<file path="src/rtl/sss_pkg.sv">
package sss_pkg;
   // Error flag bit positions inside err_clr
   localparam int ERR_OVR = 0;
   localparam int ERR_UNR = 1;
   localparam int ERR_W   = 2;

   // Frame-control event bundle passed to both data paths
   typedef struct packed {
      logic start;
      logic shift;
      logic sample;
      logic last;
      logic active;
   } frame_ev_t;
endpackage

</file>
<file path="src/rtl/sss_sync.sv">
module sss_sync #(
   parameter int            STAGES  = 2,
   parameter int            W       = 1,
   parameter logic [W-1:0]  RST_VAL = '0
) (
   input  logic         clk,
   input  logic         rst_n,
   input  logic [W-1:0] d,
   output logic [W-1:0] q
);
   if (STAGES < 2) begin : g_bad_depth
      $error("sss_sync: STAGES must be at least 2");
   end

   logic [STAGES-1:0][W-1:0] chain;

   always_ff @(posedge clk or negedge rst_n) begin
      if (!rst_n) chain <= {STAGES{RST_VAL}};
      else        chain <= {chain[STAGES-2:0], d};
   end

   assign q = chain[STAGES-1];
endmodule

</file>
<file path="src/rtl/sss_frame_ctl.sv">
module sss_frame_ctl
   import sss_pkg::*;
#(
   parameter int DATA_W = 8
) (
   input  logic      clk,
   input  logic      rst_n,
   input  logic      sclk_s,
   output frame_ev_t ev
);
   localparam int CNT_W = (DATA_W > 1) ? $clog2(DATA_W) : 1;
   localparam logic [CNT_W-1:0] LAST_BIT = CNT_W'(DATA_W - 1);

   logic             sclk_d;
   logic             in_frame;
   logic [CNT_W-1:0] bit_cnt;
   logic             rise, fall;

   assign rise = sclk_s & ~sclk_d;
   assign fall = ~sclk_s & sclk_d;

   assign ev.start  = fall & ~in_frame;
   assign ev.shift  = fall & in_frame;
   assign ev.sample = rise & in_frame;
   assign ev.last   = rise & in_frame & (bit_cnt == LAST_BIT);
   assign ev.active = in_frame;

   always_ff @(posedge clk or negedge rst_n) begin
      if (!rst_n) begin
         sclk_d   <= 1'b1;
         in_frame <= 1'b0;
         bit_cnt  <= '0;
      end else begin
         sclk_d <= sclk_s;
         if (ev.start) in_frame <= 1'b1;
         if (ev.sample) begin
            if (bit_cnt == LAST_BIT) begin
               bit_cnt  <= '0;
               in_frame <= 1'b0;
            end else begin
               bit_cnt <= bit_cnt + 1'b1;
            end
         end
      end
   end
endmodule

</file>
<file path="src/rtl/sss_tx.sv">
module sss_tx
   import sss_pkg::*;
#(
   parameter int DATA_W   = 8,
   parameter bit DBUF_EN  = 1'b1
) (
   input  logic              clk,
   input  logic              rst_n,
   input  logic              dbuf_mode,
   input  logic              wr_en,
   input  logic [DATA_W-1:0] wr_data,
   input  frame_ev_t         ev,
   output logic              sdo,
   output logic              unr_evt,
   output logic              tx_irq
);
   logic              dbuf_on;
   logic [DATA_W-1:0] shreg;
   logic [DATA_W-1:0] front;
   logic              front_v;
   logic [DATA_W-1:0] rear;
   logic              rear_f;
   logic              promote;
   logic [DATA_W-1:0] src;

   assign promote = dbuf_on & rear_f & ~front_v & (~ev.active | ev.last);
   assign src     = (dbuf_on & ~front_v) ? '1 : front;
   assign unr_evt = ev.start & dbuf_on & ~front_v;
   assign sdo     = ev.active ? shreg[0] : 1'b1;

   if (DBUF_EN) begin : g_dbuf
      assign dbuf_on = dbuf_mode;
      always_ff @(posedge clk or negedge rst_n) begin
         if (!rst_n) begin
            rear   <= '0;
            rear_f <= 1'b0;
         end else begin
            rear_f <= (rear_f & ~promote) | (wr_en & dbuf_on);
            if (wr_en & dbuf_on) rear <= wr_data;
         end
      end
   end else begin : g_single
      logic unused_mode;
      assign unused_mode = dbuf_mode;
      assign dbuf_on     = 1'b0;
      assign rear        = '0;
      assign rear_f      = 1'b0;
   end

   always_ff @(posedge clk or negedge rst_n) begin
      if (!rst_n) begin
         shreg   <= '1;
         front   <= '0;
         front_v <= 1'b0;
         tx_irq  <= 1'b0;
      end else begin
         tx_irq <= ev.last;
         if (ev.start)      shreg <= src;
         else if (ev.shift) shreg <= {1'b1, shreg[DATA_W-1:1]};
         if (promote) begin
            front   <= rear;
            front_v <= 1'b1;
         end else if (wr_en & ~dbuf_on) begin
            front   <= wr_data;
            front_v <= 1'b1;
         end else if (ev.start) begin
            front_v <= 1'b0;
         end
      end
   end
endmodule

</file>
<file path="src/rtl/sss_rx.sv">
module sss_rx
   import sss_pkg::*;
#(
   parameter int DATA_W = 8
) (
   input  logic              clk,
   input  logic              rst_n,
   input  logic              sdi_s,
   input  frame_ev_t         ev,
   input  logic              rd_en,
   output logic [DATA_W-1:0] rd_data,
   output logic              full,
   output logic              rx_irq,
   output logic              ovr_evt
);
   logic [DATA_W-1:0] shreg;
   logic [DATA_W-1:0] hold;
   logic [DATA_W-1:0] byte_in;
   logic              room, accept;

   assign byte_in = {sdi_s, shreg[DATA_W-1:1]};
   assign room    = ~full | rd_en;
   assign accept  = ev.last & room;
   assign ovr_evt = ev.last & ~room;
   assign rd_data = hold;

   always_ff @(posedge clk or negedge rst_n) begin
      if (!rst_n) begin
         shreg  <= '0;
         hold   <= '0;
         full   <= 1'b0;
         rx_irq <= 1'b0;
      end else begin
         rx_irq <= accept;
         if (ev.sample) shreg <= byte_in;
         if (accept) begin
            hold <= byte_in;
            full <= 1'b1;
         end else if (rd_en) begin
            full <= 1'b0;
         end
      end
   end
endmodule

</file>
<file path="src/rtl/xclk_serial_slave.sv">
module xclk_serial_slave
   import sss_pkg::*;
#(
   parameter int DATA_W      = 8,
   parameter int SYNC_STAGES = 2,
   parameter bit TX_DBUF_EN  = 1'b1
) (
   input  logic              clk,
   input  logic              rst_n,
   input  logic              sclk_in,
   input  logic              sdi,
   output logic              sdo,
   input  logic              dbuf_mode,
   input  logic              tx_wr,
   input  logic [DATA_W-1:0] tx_wdata,
   input  logic              rx_rd,
   output logic [DATA_W-1:0] rx_rdata,
   output logic              rx_full,
   input  logic [ERR_W-1:0]  err_clr,
   output logic              tx_irq,
   output logic              rx_irq,
   output logic              ovr_err,
   output logic              unr_err
);
   if (DATA_W < 2) begin : g_bad_width
      $error("xclk_serial_slave: DATA_W must be at least 2");
   end

   logic [1:0] line_s;
   frame_ev_t  ev;
   logic       ovr_evt, unr_evt;

   sss_sync #(.STAGES(SYNC_STAGES), .W(2), .RST_VAL(2'b11)) u_sync (
      .clk(clk), .rst_n(rst_n), .d({sclk_in, sdi}), .q(line_s)
   );

   sss_frame_ctl #(.DATA_W(DATA_W)) u_frame (
      .clk(clk), .rst_n(rst_n), .sclk_s(line_s[1]), .ev(ev)
   );

   sss_tx #(.DATA_W(DATA_W), .DBUF_EN(TX_DBUF_EN)) u_tx (
      .clk(clk), .rst_n(rst_n), .dbuf_mode(dbuf_mode), .wr_en(tx_wr),
      .wr_data(tx_wdata), .ev(ev), .sdo(sdo), .unr_evt(unr_evt),
      .tx_irq(tx_irq)
   );

   sss_rx #(.DATA_W(DATA_W)) u_rx (
      .clk(clk), .rst_n(rst_n), .sdi_s(line_s[0]), .ev(ev), .rd_en(rx_rd),
      .rd_data(rx_rdata), .full(rx_full), .rx_irq(rx_irq), .ovr_evt(ovr_evt)
   );

   always_ff @(posedge clk or negedge rst_n) begin
      if (!rst_n) begin
         ovr_err <= 1'b0;
         unr_err <= 1'b0;
      end else begin
         if (ovr_evt)               ovr_err <= 1'b1;
         else if (err_clr[ERR_OVR]) ovr_err <= 1'b0;
         if (unr_evt)               unr_err <= 1'b1;
         else if (err_clr[ERR_UNR]) unr_err <= 1'b0;
      end
   end
endmodule

</file>
<file path="config.mk">
export PLATFORM = sky130hd
export DESIGN_NAME = xclk_serial_slave
export DESIGN_NICKNAME = d
export VERILOG_FILES = /design/src/rtl/sss_pkg.sv /design/src/rtl/sss_sync.sv /design/src/rtl/sss_frame_ctl.sv /design/src/rtl/sss_tx.sv /design/src/rtl/sss_rx.sv /design/src/rtl/xclk_serial_slave.sv
export SDC_FILE = /design/constraint.sdc
export NUM_CORES = 1
export LEC_CHECK = 0
export ABC_CLOCK_PERIOD_IN_PS = 2200
export BUFFER_PORTS_ARGS = -buffer_cell sky130_fd_sc_hd__clkbuf_2
export CELL_PAD_IN_SITES_DETAIL_PLACEMENT = 1
export CELL_PAD_IN_SITES_GLOBAL_PLACEMENT = 1
export CORE_MARGIN = 5
export CORE_UTILIZATION = 40
export CTS_BUF_LIST = sky130_fd_sc_hd__clkbuf_4 sky130_fd_sc_hd__clkbuf_8 sky130_fd_sc_hd__clkbuf_16
export DETAILED_ROUTE_END_ITERATION = 8
export PLACE_DENSITY = 0.69
export RECOVER_POWER = 50
export SKIP_LAST_GASP = 1
export SYNTH_ARGS = -nofsm -noshare
export SYNTH_HDL_FRONTEND = slang
export SYNTH_HIERARCHICAL = 1
export SYNTH_SLANG_ARGS = --single-unit
</file>
<file path="constraint.sdc">
create_clock -name clk -period 2.2 [get_ports clk]
set_clock_uncertainty 0.05 [all_clocks]
set_input_delay 0.44 -clock clk [delete_from_list [all_inputs] [get_ports clk]]
set_output_delay 0.44 -clock clk [all_outputs]
set_load 0.005 [all_outputs]
</file>
==> flow_summary.ini, run 1 <==
[floorplanning]
dieHeight_um = 87.4
rows = 28
die_area_sq_mm = 0.00764
io_pins = 31
start_util = 0.407
core_sq_mm = 0.00589
die_x_um = 87.4

[sta]
finalCritPeriodShare = 0.901
max_clock_freq_mhz = 505
slew_viol_final = 0
worstMarginPinSlew_ns = 1.19
maxSlewHeadroom = 0.209
finalCriticalPeriod_ns = 1.98
rsz0062_at_grt = no
hold_slack_ns = 0.154
setup_tns_ns = 0
setup_violations = 0
finalHoldViolCount = 0

[global_route]
grt_use_met1 = 0.142
grt_max_degree = 35
use_met3 = 0.0322
track_usage = 0.121
grtUsageMet2 = 0.217
grt_overflow = 0
grt_pass1_vias = 1485
grt_busiest_layer = met2
grt_pass1_wl_mm = 7.24
antenna_found_initial = 0

[yosys]
syn_area_sq_mm = 0.00240
syn-num-nets = 171
syn_inst = 152
ys_warn_count = 6
synth_cell_type_count = 27
avgSynthCellArea_sq_um = 15.8
ys_seq_elements = 55
seq_area_frac_synth = 0.581

[critical_path]
endpoint_kind = register
critPathKind = reg2reg
max_stage_delay_ns = 0.39
startpoint_type = register
critPathArrivalTime_ns = 2.13
cp_cell_sequence = ha_1 > ha_1 > nand2_1 > nor3_1 > nand2b_1 > nand4b_4 > mux2_4
cp.required_ns = 2.35
crit_start = u_frame/bit_cnt[0]
critPathSlowestCell = dfrtp_1
critPathMaxFanout = 10
cpMostUsedCell = ha_1
reg2reg_from = u_frame/bit_cnt[0]

[final_layout]
final_util = 0.467
multi_input_area_sq_um = 940
seqCellArea_sq_mm = 0.00139
nets = 206
drive_above_1_share = 0.564
area_growth_pct = 14.6
fill_cells = 602
finalInstanceArea_sq_mm = 0.00275
n_antenna_cell = 0

[outcome]
status = completed

[detailed_routing]
vias = 1283
wl_per_cell_um = 15.7
drc = 0
dr.first_iter.drc_count = 24
dr.pass1.iters = 2
routed_via_density = 4.88
wirelength_mm = 4.13
ant_nets = 0

[clock_network]
cts_made_buffers = 5
path_clk_slew_ns = 0.10
cts_max_level = 2
cts_num_sinks = 55
cts_tree = done
cts_root_buf = clkbuf_8
clkLatencyLatePin_ns = 0.31
clockBufferDepth = 2

[placed_design]
port_buffers = 30
hpwlAfterDp_mm = 3.17
place.gp.congestion = 0.683
placed_area_sq_mm = 0.00264

[run]
maxCapViolCount = 0

[min_path]
hold_path_class = in2reg
worstHoldStart = sdi

[pwr]
power_mw = 3.00
ir_worst_vdd_mv = 0.408
p_int_mw = 2.15
switchingPower_uw = 847
seqPwrFrac = 0.524
pwr-share-clk = 0.193
leakagePower_nw = 1.36
swShare = 0.283
p_per_area_mw_per_mm2 = 1090
pwr-share-comb = 0.283
-- state kept, by name, indices dropped and copies added, names as in the netlist, 2 cells and up --
| signal | flops |
|---|---|
| u_tx/shreg | 8 |
| u_rx/rd_data | 8 |
| u_tx/rear | 8 |
| u_sync/q | 2 |
| u_rx/shreg | 7 |
| u_tx/front | 8 |
| u_frame/bit_cnt | 3 |
| u_sync/chain | 2 |
-- cell usage after synthesis --
cell | number | area (sq um)
ha_1 | 2 | 25.0
a2bb2oi_1 | 1 | 8.76
nand2_1 | 3 | 11.3
nand3b_4 | 1 | 20.0
nand2b_4 | 1 | 13.8
o21ai_1 | 1 | 5.00
nand2_4 | 1 | 11.3
mux2_4 | 27 | 405
o32a_1 | 1 | 10.0
buf_6 | 1 | 11.3
mux2_2 | 22 | 248
clkbuf_1 | 2 | 7.51
o22a_1 | 7 | 61.3
buf_4 | 3 | 22.5
nor2_1 | 2 | 7.51
nand2b_1 | 4 | 25.0
nand4b_2 | 1 | 15.0
a22o_1 | 1 | 8.76
dfrtp_1 | 42 | 1050
nor3b_1 | 3 | 22.5
buf_2 | 1 | 5.00
a21o_1 | 2 | 15.0
inv_1 | 7 | 26.3
nand3_1 | 1 | 5.00
nor3_1 | 1 | 5.00
dfstp_2 | 13 | 342
a21boi_0 | 1 | 7.51
-- what timing repair did --
item | CTS | global route
setup buffers | 0 | 0
hold buffers | 0 | 0
gates resized for setup | 0 | 1
endpoints found under the setup margin | 0 | 8
-- area by class of cell --
type,count,area share
multi-input cells,83,0.342
clock inverters,3,0.0100
clock buffers,5,0.0251
inverters,7,0.00957
well taps,75,0.0342
flip-flops and latches,55,0.507
repair buffers,35,0.0720
-- cells in the final DEF, fill, tap and decap left out, drive strengths merged, types with 2 or more instances in the layout --
cell    Yosys  routed
nand2b      5       5
mux2       49      49
dfstp      13      13
nor2        2       2
ha          2       2
dfrtp      42      42
clkbuf      2      35
buf         5       5
nor3b       3       3
o22a        7       7
a21o        2       2
nand2       4       4
inv         7       8
-- critical path: cells and delay by family, from the launching register on --
family                     cells  cell delay [ns]
adders and majority gates      2             0.36
muxes                          1             0.38
DFF                            1             0.39
and+or+nand+nor                4             0.71
-- cells by family after synthesis --
logic type / count (synthesis) / synth area share
DFF: 55 / 0.581
and+or+nand+nor: 18 / 0.0569
muxes: 49 / 0.273
buffers and inverters: 14 / 0.0303
adders and majority gates: 2 / 0.0104
AOI/OAI and AO/OA: 14 / 0.0486
-- through the flow --
stage	cells	setup slack, ns
floorplan	152	0.0848
global placement	255	0.164
detailed placement	255	0.0438
CTS	263	0.0114
global route	263	0.0640
finish	263	0.218
-- per-layer routing --
layer / vias up / routed length, um
li1: 603 / -
met1: 650 / 1710
met2: 24 / 2190
met3: 6 / 181
met4: 0 / 45
met5: - / 0
-- power by group through the flow --
| stage | sequential (mW) | combinational (mW) | clock, mW |
|---|---|---|---|
| 2_1_floorplan | 1.53 | 0.648 | 0 |
| 3_3_place_gp | 1.56 | 0.808 | 0 |
| 3_5_place_dp | 1.60 | 0.859 | 0 |
| 4_1_cts | 1.57 | 0.863 | 0.605 |
| 5_1_grt | 1.62 | 0.931 | 0.654 |
| 6_report | 1.57 | 0.848 | 0.578 |
-- worst paths after layout --
path	end	slack [ns]	depth (start not counted)
setup / recovery	u_tx/front[7]	0.22	7
hold / removal	u_sync/chain[0]	0.15	1
setup reg to reg	u_tx/front[7]	0.22	7
hold reg to reg	u_sync/q[0]	0.31	0
max in group asynchronous	u_tx/shreg[2]	0.97	2
min in group asynchronous	u_rx/rd_data[0]	0.30	1
(Power assumes the default switching activity.)
==> inputs of run 2 (changes only) <==
--- a/config.mk
+++ b/config.mk
@@ -5,13 +5,12 @@
 export SDC_FILE = /design/constraint.sdc
 export NUM_CORES = 1
 export LEC_CHECK = 0
-export ABC_CLOCK_PERIOD_IN_PS = 2200
+export ABC_CLOCK_PERIOD_IN_PS = 1600
 export BUFFER_PORTS_ARGS = -buffer_cell sky130_fd_sc_hd__clkbuf_2
 export CELL_PAD_IN_SITES_DETAIL_PLACEMENT = 1
 export CELL_PAD_IN_SITES_GLOBAL_PLACEMENT = 1
 export CORE_MARGIN = 5
 export CORE_UTILIZATION = 40
-export CTS_BUF_LIST = sky130_fd_sc_hd__clkbuf_4 sky130_fd_sc_hd__clkbuf_8 sky130_fd_sc_hd__clkbuf_16
 export DETAILED_ROUTE_END_ITERATION = 8
 export PLACE_DENSITY = 0.69
 export RECOVER_POWER = 50
==> constraint.sdc (replaced) <==
create_clock -name clk -period 1.6 [get_ports clk]
set_clock_uncertainty 0.05 [all_clocks]
set_input_delay 0.32 -clock clk [delete_from_list [all_inputs] [get_ports clk]]
set_output_delay 0.32 -clock clk [all_outputs]
set_load 0.005 [all_outputs]
==> run 2 against run 1 <==
  * Worst hold slack worse by 0.12 ns
  * Critical path type unchanged
  * Register-to-register slack worse by 0.41 ns
  * First-iteration DRC count up 4.2%
  * Final area up 9.4%
  * Global-route usage up 1.4 points
  * Largest cell class unchanged
  * Combinational power up 72%
  * Sequential cell count unchanged
  * The run now ends with setup timing left
  * Power up 52%
==> flow_summary.ini, run 2 (same netlist as run 1, synthesis figures left out) <==
[outcome]
status = complete, but fails checks
violations = setup timing

[final_layout]
final_cell_mix = dfrtp_1 (42), clkbuf_2 (30), mux2_4 (27)
final_util = 0.510
area_growth_pct = 25.4
n_antenna_cell = 0
finalInstanceArea_sq_mm = 0.00300
drive_above_1_share = 0.652
final_common_cell = dfrtp_1
nets = 222
final_cells = 279

[clock_network]
path_clk_slew_ns = 0.10
cts_num_sinks = 55
cts_tree = done
cts_made_buffers = 5
cts_max_level = 2
clkLatencyLatePin_ns = 0.31
clockBufferDepth = 2
cts_root_buf = clkbuf_8

[sta]
worstMarginPinSlew_ns = 0.395
slew_viol_final = 0
setup_violations = 25
maxSlewHeadroom = 0.736
setup_tns_ns = -2.60
worst_slack_ns = -0.187
finalCritPeriodShare = 1.12
finalCriticalPeriod_ns = 1.79
max_clock_freq_mhz = 560
hold_slack_ns = 0.0299
finalHoldViolCount = 0
rsz0062_at_grt = yes

[global_route]
track_usage = 0.135
grt_pass1_wl_mm = 7.95
grt_max_degree = 56
grt_pass1_vias = 1574
antenna_found_initial = 0
grt_overflow = 0

[critical_path]
cp.required_ns = 1.75
endpoint_kind = register
critPathKind = reg2reg
startpoint_type = register
cp_cell_sequence = ha_2 > ha_4 > nand2_4 > nor3_4 > nand2b_4 > nand4b_4 > mux2_4
critPathArrivalTime_ns = 1.94
critPathMaxFanout = 5
critPathSlowestCell = dfrtp_1
path_delay_family = simple AND/OR/NAND/NOR gates
max_stage_delay_ns = 0.38
critPathBufInv = 0

[floorplanning]
die_area_sq_mm = 0.00764
rows = 28
dieHeight_um = 87.4
io_pins = 31
core_sq_mm = 0.00589
die_x_um = 87.4
start_util = 0.407

[detailed_routing]
routed_via_density = 4.99
drc = 0
wl_per_cell_um = 17.1
dr.first_iter.drc_count = 25
vias = 1393
wirelength_mm = 4.78
dr.pass1.iters = 4
ant_nets = 0

[run]
maxCapViolCount = 0

[placed_design]
port_buffers = 30
placed_area_sq_mm = 0.00275
place.gp.congestion = 0.699
hpwlAfterDp_mm = 3.24
place_inst = 261

[min_path]
hold_path_class = in2reg

[pwr]
ir_worst_vdd_mv = 0.594
p_per_area_mw_per_mm2 = 1520
leakagePower_nw = 1.47
## run 2: worst paths after layout
check                                        start              end  slack (ns)  depth (start not counted)
worst max-delay path            u_frame/bit_cnt[1]    u_tx/front[6]       -0.19                          7
worst min-delay path                           sdi  u_sync/chain[0]        0.03                          1
worst max register to register  u_frame/bit_cnt[1]    u_tx/front[6]       -0.19                          7
worst min register to register     u_sync/chain[0]      u_sync/q[0]        0.31                          0
max in group asynchronous                    rst_n    u_tx/shreg[5]        0.71                          3
min in group asynchronous                    rst_n      u_tx/tx_irq        0.50                          3
## run 2: cell type report
| cell class | count | area [sq um] |
|---|---|---|
| Clock buffer | 5 | 68.8 |
| Clock inverter | 3 | 47.5 |
| Fill cell | 590 | 2880 |
| Inverter | 7 | 30.0 |
| Multi-Input combinational cell | 85 | 1040 |
| Sequential cell | 55 | 1390 |
| Tap cell | 75 | 93.8 |
| Timing Repair Buffer | 49 | 332 |
## run 2: power by group
group	leakage, nW	switching (mW)	internal [mW]	total (mW)
clock	0.0587	0.459	0.475	0.933
combinational	0.760	0.534	0.926	1.46
sequential	0.649	0.290	1.88	2.17
total	1.47	1.28	3.28	4.56
## run 2: repair_timing
action                                  CTS  global route
pin swaps                                 1             3
gates cloned                              1             1
resized for setup                         4             9
hold endpoints to repair                 42             0
setup buffers                             6             2
hold buffers                              1             0
endpoints found under the setup margin   24            33
## run 2: per-layer routing
metal	up-vias	share of wire	global-route usage
met4	0	0.0092	0.0377
met2	16	0.52	0.232
met5	-	0	0
li1	641	-	-
met3	5	0.030	0.0284
met1	731	0.44	0.171
## run 2: through the flow
stage | worst slack, ns | power (mW)
floorplan | -0.190 | 3.06
global placement | -0.139 | 3.40
detailed placement | -0.238 | 3.53
CTS | -0.166 | 4.58
global route | -0.249 | 4.83
finish | -0.187 | 4.56
## run 2: worst reg2reg max path: cells and delay by family (launching register included)
family                   cells  cell delay, ns
adder cells (fa/ha/maj)      2            0.36
multiplexers                 1            0.35
flip-flops                   1            0.38
AND/OR/NAND/NOR              4            0.54
